===== config.mk =====
export PLATFORM = sky130hd
export DESIGN_NAME = ctx_switch_engine
export DESIGN_NICKNAME = d
export VERILOG_FILES = /design/src/rtl/ctx_pkg.sv /design/src/rtl/ctx_depth_unit.sv /design/src/rtl/ctx_step_ctr.sv /design/src/rtl/ctx_frame_buf.sv /design/src/rtl/ctx_switch_engine.sv
export SDC_FILE = /design/constraint.sdc
export NUM_CORES = 2
export LEC_CHECK = 0
export ABC_AREA = 1
export BUFFER_PORTS_ARGS = -buffer_cell sky130_fd_sc_hd__buf_2
export CORE_AREA = 2 2 505 507
export CTS_BUF_LIST = sky130_fd_sc_hd__clkbuf_16
export DETAILED_ROUTE_END_ITERATION = 8
export DIE_AREA = 0 0 507 509
export SLEW_MARGIN = 40
export SYNTH_ARGS = -nofsm -noshare
export SYNTH_HDL_FRONTEND = slang
export SYNTH_HIERARCHICAL = 1
export SYNTH_SLANG_ARGS = --single-unit

===== constraint.sdc =====
create_clock -name clk -period 15.92 [get_ports clk]
set_input_delay 3.184 -clock clk [delete_from_list [all_inputs] [get_ports clk]]
set_output_delay 3.184 -clock clk [all_outputs]
set_load 0.1 [all_outputs]

===== src/rtl/ctx_pkg.sv =====
package ctx_pkg;

    localparam int WORD_W       = 32;
    localparam int PTR_W        = 20;
    localparam int LNK_UPPER    = 22;   // upper-context flag in the link word
    localparam int LNK_PIE      = 23;   // saved interrupt enable
    localparam int LNK_PRIO_LSB = 24;   // saved priority, bits 31:24

    typedef enum logic [2:0] {
        S_IDLE,
        S_CHECK,
        S_RD_LINK,
        S_WR_FRAME,
        S_RD_FRAME,
        S_WR_BACK,
        S_FINISH
    } phase_e;

    typedef enum logic {
        OP_CALL,
        OP_RET
    } op_e;

    typedef struct packed {
        logic free_empty;
        logic free_last;
        logic depth_over;
        logic depth_under;
        logic no_ctx;
        logic ctx_kind;
    } trap_t;

    // segment -> address bits 31:28, offset -> address bits 21:6
    function automatic logic [WORD_W-1:0] frame_base(input logic [PTR_W-1:0] p);
        return {p[19:16], 6'b0, p[15:0], 6'b0};
    endfunction

endpackage


===== src/rtl/ctx_depth_unit.sv =====
module ctx_depth_unit #(
    parameter int DEPTH_W = 7
) (
    input  logic [DEPTH_W-1:0] field,
    input  logic               enable,
    output logic               counting,
    output logic [DEPTH_W-1:0] field_inc,
    output logic               inc_wraps,
    output logic               count_zero
);

    function automatic int lead_ones(input logic [DEPTH_W-1:0] f);
        int  n;
        logic run;
        n   = 0;
        run = 1'b1;
        for (int i = DEPTH_W - 1; i >= 0; i--) begin
            if (run && f[i]) n++;
            else             run = 1'b0;
        end
        return n;
    endfunction

    function automatic logic [DEPTH_W-1:0] count_of(input logic [DEPTH_W-1:0] f);
        logic [DEPTH_W-1:0] m;
        int n;
        n = lead_ones(f);
        for (int i = 0; i < DEPTH_W; i++) m[i] = (i < (DEPTH_W - n));
        return f & m;
    endfunction

    logic [DEPTH_W-1:0] bumped;

    always_comb begin
        counting   = enable && (field != '1);
        bumped     = field + 1'b1;
        inc_wraps  = counting && (count_of(bumped) == '0);
        field_inc  = inc_wraps ? field : bumped;
        count_zero = (count_of(field) == '0);
    end

endmodule


===== src/rtl/ctx_step_ctr.sv =====
module ctx_step_ctr #(
    parameter int N  = 16,
    parameter int IW = $clog2(N)
) (
    input  logic          clk,
    input  logic          rst,
    input  logic          clr,
    input  logic          adv,
    output logic [IW-1:0] idx,
    output logic          last
);

    localparam logic [IW-1:0] LAST_IDX = IW'(N - 1);

    always_ff @(posedge clk) begin
        if (rst || clr) idx <= '0;
        else if (adv)   idx <= idx + 1'b1;
    end

    assign last = (idx == LAST_IDX);

endmodule


===== src/rtl/ctx_frame_buf.sv =====
module ctx_frame_buf #(
    parameter int N  = 16,
    parameter int W  = 32,
    parameter int IW = $clog2(N)
) (
    input  logic                clk,
    input  logic                rst,
    input  logic                load,
    input  logic [N-1:0][W-1:0] load_words,
    input  logic                wr,
    input  logic [IW-1:0]       wr_idx,
    input  logic [W-1:0]        wr_data,
    output logic [N-1:0][W-1:0] words
);

    for (genvar k = 0; k < N; k++) begin : g_word
        always_ff @(posedge clk) begin
            if (rst)                           words[k] <= '0;
            else if (load)                     words[k] <= load_words[k];
            else if (wr && wr_idx == IW'(k))   words[k] <= wr_data;
        end
    end

endmodule


===== src/rtl/ctx_switch_engine.sv =====
module ctx_switch_engine
    import ctx_pkg::*;
#(
    parameter int FRAME_WORDS = 16,
    parameter int DEPTH_W     = 7
) (
    input  logic                                clk,
    input  logic                                rst,
    input  logic                                start_call,
    input  logic                                start_ret,
    input  logic [WORD_W-1:0]                   link_in,
    input  logic [WORD_W-1:0]                   stat_in,
    input  logic [WORD_W-1:0]                   free_in,
    input  logic [WORD_W-1:0]                   limit_in,
    input  logic [7:0]                          prio_in,
    input  logic                                int_en_in,
    input  logic [WORD_W-1:0]                   call_ra_in,
    input  logic [(FRAME_WORDS-2)*WORD_W-1:0]   regs_in,
    output logic                                mem_req,
    output logic                                mem_we,
    output logic [WORD_W-1:0]                   mem_addr,
    output logic [WORD_W-1:0]                   mem_wdata,
    input  logic [WORD_W-1:0]                   mem_rdata,
    input  logic                                mem_ready,
    output logic                                busy,
    output logic                                done,
    output logic [WORD_W-1:0]                   link_out,
    output logic [WORD_W-1:0]                   stat_out,
    output logic [WORD_W-1:0]                   free_out,
    output logic [(FRAME_WORDS-2)*WORD_W-1:0]   regs_out,
    output logic [WORD_W-1:0]                   ret_pc,
    output logic                                trap_free_empty,
    output logic                                trap_free_last,
    output logic                                trap_depth_over,
    output logic                                trap_depth_under,
    output logic                                trap_no_ctx,
    output logic                                trap_ctx_kind
);

    localparam int REG_WORDS = FRAME_WORDS - 2;
    localparam int IDX_W     = $clog2(FRAME_WORDS);
    localparam int XFER_W    = $clog2(FRAME_WORDS + 2);
    localparam logic [XFER_W-1:0] XFER_TOTAL = XFER_W'(FRAME_WORDS + 1);

    phase_e              phase;
    op_e                 op;
    trap_t               traps;
    logic [WORD_W-1:0]   cap_link, cap_stat, cap_free, cap_limit, cap_ra;
    logic [7:0]          cap_prio;
    logic                cap_ie;
    logic [PTR_W-1:0]    next_free;
    logic [WORD_W-1:0]   base;
    logic                ra_swap;
    logic [XFER_W-1:0]   xfer_cnt;

    logic                go;
    logic                xfer;
    logic [IDX_W-1:0]    idx;
    logic                idx_last;
    logic [FRAME_WORDS-1:0][WORD_W-1:0] words;

    logic                counting, inc_wraps, count_zero;
    logic [DEPTH_W-1:0]  field_inc;

    logic                call_fcu, call_cdo, ret_csu, ret_ctyp, ret_cdu;

    assign go   = (phase == S_IDLE) && (start_call || start_ret);
    assign xfer = mem_req && mem_ready;

    ctx_depth_unit #(.DEPTH_W(DEPTH_W)) u_depth (
        .field      (cap_stat[DEPTH_W-1:0]),
        .enable     (cap_stat[DEPTH_W]),
        .counting   (counting),
        .field_inc  (field_inc),
        .inc_wraps  (inc_wraps),
        .count_zero (count_zero)
    );

    ctx_step_ctr #(.N(FRAME_WORDS), .IW(IDX_W)) u_step (
        .clk  (clk),
        .rst  (rst),
        .clr  (phase == S_CHECK),
        .adv  (xfer && (phase == S_WR_FRAME || phase == S_RD_FRAME)),
        .idx  (idx),
        .last (idx_last)
    );

    ctx_frame_buf #(.N(FRAME_WORDS), .W(WORD_W), .IW(IDX_W)) u_buf (
        .clk        (clk),
        .rst        (rst),
        .load       (go),
        .load_words ({regs_in, stat_in, link_in}),
        .wr         (xfer && phase == S_RD_FRAME),
        .wr_idx     (idx),
        .wr_data    (mem_rdata),
        .words      (words)
    );

    // fault conditions decided from the captured operands
    always_comb begin
        call_fcu = (cap_free[PTR_W-1:0] == '0);
        call_cdo = inc_wraps;
        ret_csu  = (cap_link[PTR_W-1:0] == '0);
        ret_ctyp = !cap_link[LNK_UPPER];
        ret_cdu  = counting && count_zero;
    end

    always_ff @(posedge clk) begin
        if (rst) begin
            phase     <= S_IDLE;
            op        <= OP_CALL;
            traps     <= '0;
            cap_link  <= '0;
            cap_stat  <= '0;
            cap_free  <= '0;
            cap_limit <= '0;
            cap_ra    <= '0;
            cap_prio  <= '0;
            cap_ie    <= 1'b0;
            next_free <= '0;
            base      <= '0;
            ra_swap   <= 1'b0;
            link_out  <= '0;
            stat_out  <= '0;
            free_out  <= '0;
            ret_pc    <= '0;
        end else begin
            unique case (phase)
                S_IDLE: if (go) begin
                    op        <= start_call ? OP_CALL : OP_RET;
                    traps     <= '0;
                    ra_swap   <= 1'b0;
                    cap_link  <= link_in;
                    cap_stat  <= stat_in;
                    cap_free  <= free_in;
                    cap_limit <= limit_in;
                    cap_ra    <= call_ra_in;
                    cap_prio  <= prio_in;
                    cap_ie    <= int_en_in;
                    ret_pc    <= {regs_in[2*WORD_W-1:WORD_W+1], 1'b0};
                    phase     <= S_CHECK;
                end
                S_CHECK: begin
                    if (op == OP_CALL) begin
                        base             <= frame_base(cap_free[PTR_W-1:0]);
                        traps.free_empty <= call_fcu;
                        traps.depth_over <= call_cdo;
                        traps.free_last  <= !(call_fcu || call_cdo) && (cap_free == cap_limit);
                        phase            <= (call_fcu || call_cdo) ? S_FINISH : S_RD_LINK;
                    end else begin
                        base              <= frame_base(cap_link[PTR_W-1:0]);
                        traps.no_ctx      <= ret_csu;
                        traps.ctx_kind    <= ret_ctyp;
                        traps.depth_under <= ret_cdu;
                        phase             <= (ret_csu || ret_ctyp || ret_cdu) ? S_FINISH : S_RD_FRAME;
                    end
                    // aborted operations report the incoming values
                    link_out <= cap_link;
                    stat_out <= cap_stat;
                    free_out <= cap_free;
                end
                S_RD_LINK: if (mem_ready) begin
                    next_free <= mem_rdata[PTR_W-1:0];
                    phase     <= S_WR_FRAME;
                end
                S_WR_FRAME: if (mem_ready && idx_last) begin
                    link_out <= {cap_prio, cap_ie, 1'b1, cap_link[21:20], cap_free[PTR_W-1:0]};
                    stat_out <= {cap_stat[WORD_W-1:DEPTH_W+1], 1'b1,
                                 counting ? field_inc : cap_stat[DEPTH_W-1:0]};
                    free_out <= {cap_free[WORD_W-1:PTR_W], next_free};
                    ra_swap  <= 1'b1;
                    phase    <= S_FINISH;
                end
                S_RD_FRAME: if (mem_ready && idx_last) phase <= S_WR_BACK;
                S_WR_BACK: if (mem_ready) begin
                    link_out <= words[0];
                    stat_out <= words[1];
                    free_out <= {cap_free[WORD_W-1:PTR_W], cap_link[PTR_W-1:0]};
                    phase    <= S_FINISH;
                end
                S_FINISH: phase <= S_IDLE;
                default:  phase <= S_IDLE;
            endcase
        end
    end

    // memory port
    always_comb begin
        mem_req   = (phase == S_RD_LINK) || (phase == S_WR_FRAME) ||
                    (phase == S_RD_FRAME) || (phase == S_WR_BACK);
        mem_we    = (phase == S_WR_FRAME) || (phase == S_WR_BACK);
        mem_addr  = base;
        mem_wdata = '0;
        if (phase == S_WR_FRAME || phase == S_RD_FRAME)
            mem_addr = base + {{(WORD_W-IDX_W-2){1'b0}}, idx, 2'b00};
        if (phase == S_WR_FRAME) mem_wdata = words[idx];
        if (phase == S_WR_BACK)  mem_wdata = cap_free;
    end

    assign busy = (phase != S_IDLE) && (phase != S_FINISH);
    assign done = (phase == S_FINISH);

    for (genvar k = 0; k < REG_WORDS; k++) begin : g_regs
        if (k == 1) begin : g_ra
            assign regs_out[k*WORD_W +: WORD_W] = ra_swap ? cap_ra : words[k+2];
        end else begin : g_pass
            assign regs_out[k*WORD_W +: WORD_W] = words[k+2];
        end
    end

    assign trap_free_empty  = traps.free_empty;
    assign trap_free_last   = traps.free_last;
    assign trap_depth_over  = traps.depth_over;
    assign trap_depth_under = traps.depth_under;
    assign trap_no_ctx      = traps.no_ctx;
    assign trap_ctx_kind    = traps.ctx_kind;

    // accepted transfers since the start, for the checks below
    always_ff @(posedge clk) begin
        if (rst || go) xfer_cnt <= '0;
        else if (xfer) xfer_cnt <= xfer_cnt + 1'b1;
    end

    AST_REQ_HOLD: assert property (@(posedge clk) disable iff (rst)
        mem_req && !mem_ready |=> mem_req && $stable(mem_addr) && $stable(mem_we) && $stable(mem_wdata));
    AST_ADDR_SHAPE: assert property (@(posedge clk) disable iff (rst)
        mem_req |-> (mem_addr[27:22] == '0) && (mem_addr[1:0] == 2'b00));
    AST_ABORT_NO_MEM: assert property (@(posedge clk) disable iff (rst)
        done && (trap_free_empty || trap_depth_over || trap_no_ctx || trap_ctx_kind || trap_depth_under)
        |-> xfer_cnt == '0);
    AST_CALL_XFERS: assert property (@(posedge clk) disable iff (rst)
        done && op == OP_CALL && !trap_free_empty && !trap_depth_over |-> xfer_cnt == XFER_TOTAL);
    AST_RET_XFERS: assert property (@(posedge clk) disable iff (rst)
        done && op == OP_RET && !trap_no_ctx && !trap_ctx_kind && !trap_depth_under
        |-> xfer_cnt == XFER_TOTAL);
    AST_DONE_QUIET: assert property (@(posedge clk) disable iff (rst)
        done |-> !busy && !mem_req);

endmodule


==> metrics list <==
* Result of the run: finished clean
- Number of global-route vias before repair: 52,630
* Setup repair after global routing missed its margin: false
- Placement-stage cell area: 56,820 sq um
- The first global-routing pass estimated 503.8 mm of wire.
- Highest achievable clock rate: 117.2 MHz
- The floorplan step set the die width to about 510 um.
- The largest total area in the synthesized netlist belongs to dfxtp_1.
- Registers take 17,290 sq um.
- In this run the most critical hold path is launched from cap_stat[21].
- Setup skew after layout: 0.08089 ns
- From bottom edge to top edge, the die measures 509 um.
* Post-synthesis sequential area ratio: 0.3675
- STA classifies the critical path endpoint as a primary output.
- TritonCTS built the clock tree.
- Entering global routing, the biggest net connects 151 pins.
- The clock drives 863 sinks.
- Depth of the most critical reg-to-reg path: 35
- Of all flip-flops after synthesis, the portion carrying an async set or reset was 0.
- Number of antenna violations at the first check in global routing: 189
* FF-to-FF setup slack: 9.62 ns
- Post-synthesis register bit count: 863
- The H-tree was split into 3 levels.
- Once detailed placement completed, the half-perimeter wirelength came to 304.4 mm.
- In this run the worst path has a maximum fanout of 72.
- At the pin with the least slew margin, the transition time is 1.196 ns.
- In this run the tool buffered the top-level ports with 1,294 buffer cells.
- Top-level port count: roughly 1,300
- In this run the mean area of a mapped cell was 6.040 sq um.
- Area used by multi-input combinational logic: around 25,000 sq um
- Final period util: 0.5358
* Critical Path Start: u_step/idx[1]
* Placeable core region: 252,800 sq um
- Slew margin rel.: 0.1992
* Top_reg_cell synth: dfxtp_1
- Net total in the final layout: 9,397
- The floorplan has around 190 rows.
- Final routed wire length divided by cell count: around 32 um
- The worst setup path is of the reg2out kind.
* Worst Hold Class: reg2reg
- The most critical setup path has its endpoint at mem_wdata[26].
* Total standard cell area after synthesis: 47,010 sq um
- The share of synthesized area in the top cell type comes to 0.3675.
- Via count normalized by instance count: 4.784
- By instance count, the leading cell after synthesis is nand2_1.
* Antenna violation net count after detailed routing: 0
* # Max-Cap Violations: 0
* Router iterations before antenna repair: 6
* Clock root buffer: clkbuf_16
* Initial DRC count: 7,961
* Clk buf depth: 3
- Setup violations remaining at the end of the flow were counted as 0.
- After clock tree synthesis, the flow added hold-fix buffers numbering 0.
- Endpoint of the worst-slack reg-to-reg timing path: stat_out[1]
- Detailed routing inserted a total of 59,200 vias.
* Sum of routed wire length over all layers: 394.4 mm
- Number of buffers added by the clock tree synthesis step: 112
- For this run, design rule violations remaining after detail routing come to 0.
- The final count of hold timing violations is 0.
- YS warnings: 6
- Worst EP arrival: 5.35 ns
- Data on the critical path is required at its endpoint by 12.74 ns.
- For this configuration, the core starts out at a cell density of 0.1860.
* Cell types with the largest area share after synthesis: dfxtp_1, nand2_1, nor2_1
- Cells after synthesis: 7,783
- The worst register-to-register path begins at cap_stat[1].
* Clock transition time at the flip-flop clock pins of the worst setup and hold paths: 0.06 ns
* # Post-CTS Setup Buffers: 0
- Number of flops mapped to enable cells by yosys: 0
- Adding up every negative setup slack in the final design gives 0 ns.
- Final worst path period need: roughly 8.5 ns
- Remaining global-route overflow: 0
- STA classifies the critical path startpoint as a flip-flop.
- The clock reaches the later pin of the worst-skew pair after around 0.80 ns.
- Final RePlAce weighted congestion: around 0.97
- Fill cell total of the finished layout: between 20,000 and 30,000
- Across every metal layer, demand over resource in global routing totals 0.2907.
* Final std cell area, no fill: 61,130 sq um
- The die covers 258,100 sq um.
- In the final layout, the share of cells above drive strength 1 is 0.1938.
* Synthesis-to-finish area growth: 30.04%
- The number of different library cells used by synthesis comes to 45.
- Leading post-synthesis cells by instance count: nand2_1, nor2_1, dfxtp_1, inv_1, nand3_1
- The number of max-slew violations in the final report came to 0.
- # resized after CTS: 0
## flip-flops by register name, indices dropped and copies added, names as in the netlist, 31 cells and up
register,cells
stat_out,32
cap_stat,32
free_out,32
cap_ra,32
cap_link,32
cap_limit,32
cap_free,32
link_out,32
ret_pc,31
u_buf/words,512
## critical path: stages (launching register included)
cell     delay [ns]
dfxtp_4        0.64
buf_4          0.61
buf_4          0.69
o21ai_0        0.17
o21ai_0        0.48
nand2_1        0.38
nand3_1        0.31
nand3_1        0.26
o21ai_0        0.32
buf_2          0.53
## cells in the final DEF (no fill, tap or decap), types with 5 or more instances in the layout
cell,instances
a21oi_4,9
buf_12,16
inv_2,15
diode_2,189
a31oi_1,22
nand3b_1,66
ha_1,16
inv_1,691
buf_6,10
a211oi_1,25
clkinv_1,29
xnor2_1,6
a21oi_1,478
clkinv_16,5
nand2_1,2164
nor2_1,1354
inv_6,9
clkbuf_16,112
nand3_2,7
clkinv_4,8
nor3_1,25
o221ai_1,11
nand3_4,5
nor2_4,10
clkinv_2,14
buf_4,86
o21ai_0,539
conb_1,11
nor2_2,14
nand4_1,11
nand2_2,17
nand3_1,563
o211ai_1,55
bufinv_16,12
buf_2,1294
dfxtp_1,858
o21ai_1,123
o22ai_1,51
nand2_4,30
## per-layer routing
metal,track usage,part of all wire,vias up
met3,0.08913,0.10,780
met1,0.3510,0.39,27880
met2,0.4592,0.44,3814
met5,0,0.0014,-
li1,-,-,26640
met4,0.1592,0.066,86
## final cells by class
| class | instances | share of cell area |
|---|---|---|
| multi-input combinational | 5639 | 0.4105 |
| clock inverter | 94 | 0.01484 |
| antenna | 189 | 0.007737 |
| sequential | 863 | 0.2829 |
| clock buffer | 112 | 0.04585 |
| tap | 3366 | 0.06890 |
| timing repair buffer | 1413 | 0.1257 |
| inverter | 698 | 0.04362 |
## stage by stage
step | std cells | setup slack (ns) | hold slack (ns) | utilization
after floorplan | 7792 | 9.068 | 0.4245 | -
after global placement | 11960 | 8.063 | 0.4346 | 0.2231
after detailed placement | 11970 | 8.060 | 0.4405 | 0.2248
after CTS | 12180 | 7.165 | 0.4496 | 0.2395
after global routing | 12330 | 7.134 | 0.4635 | 0.2414
final | 12370 | 7.391 | 0.4451 | 0.2418
## worst min path at each step
stage	end	slack [ns]	cells after the start
final	cap_stat[21]	0.45	2
after global routing	cap_stat[17]	0.46	2
after CTS	cap_stat[21]	0.45	2
after detailed placement	cap_stat[10]	0.44	2
after global placement	cap_stat[13]	0.43	2
after floorplan	cap_link[20]	0.42	2
## logic make-up (layout without fill, tap and decap cells)
logic type      Yosys count  in the layout  synth area share
simple gates           4281           4281            0.3680
other cells               2            200         0.0001598
flops                   863            863            0.3675
fa+ha+maj                16             16          0.004259
buf+inv                1290           2317            0.1097
xor+xnor                  9              9          0.001837
compound gates         1322           1322            0.1485
Power is not shown: default switching activity piles up to over one toggle a cycle in this logic, so the estimate is an artifact.
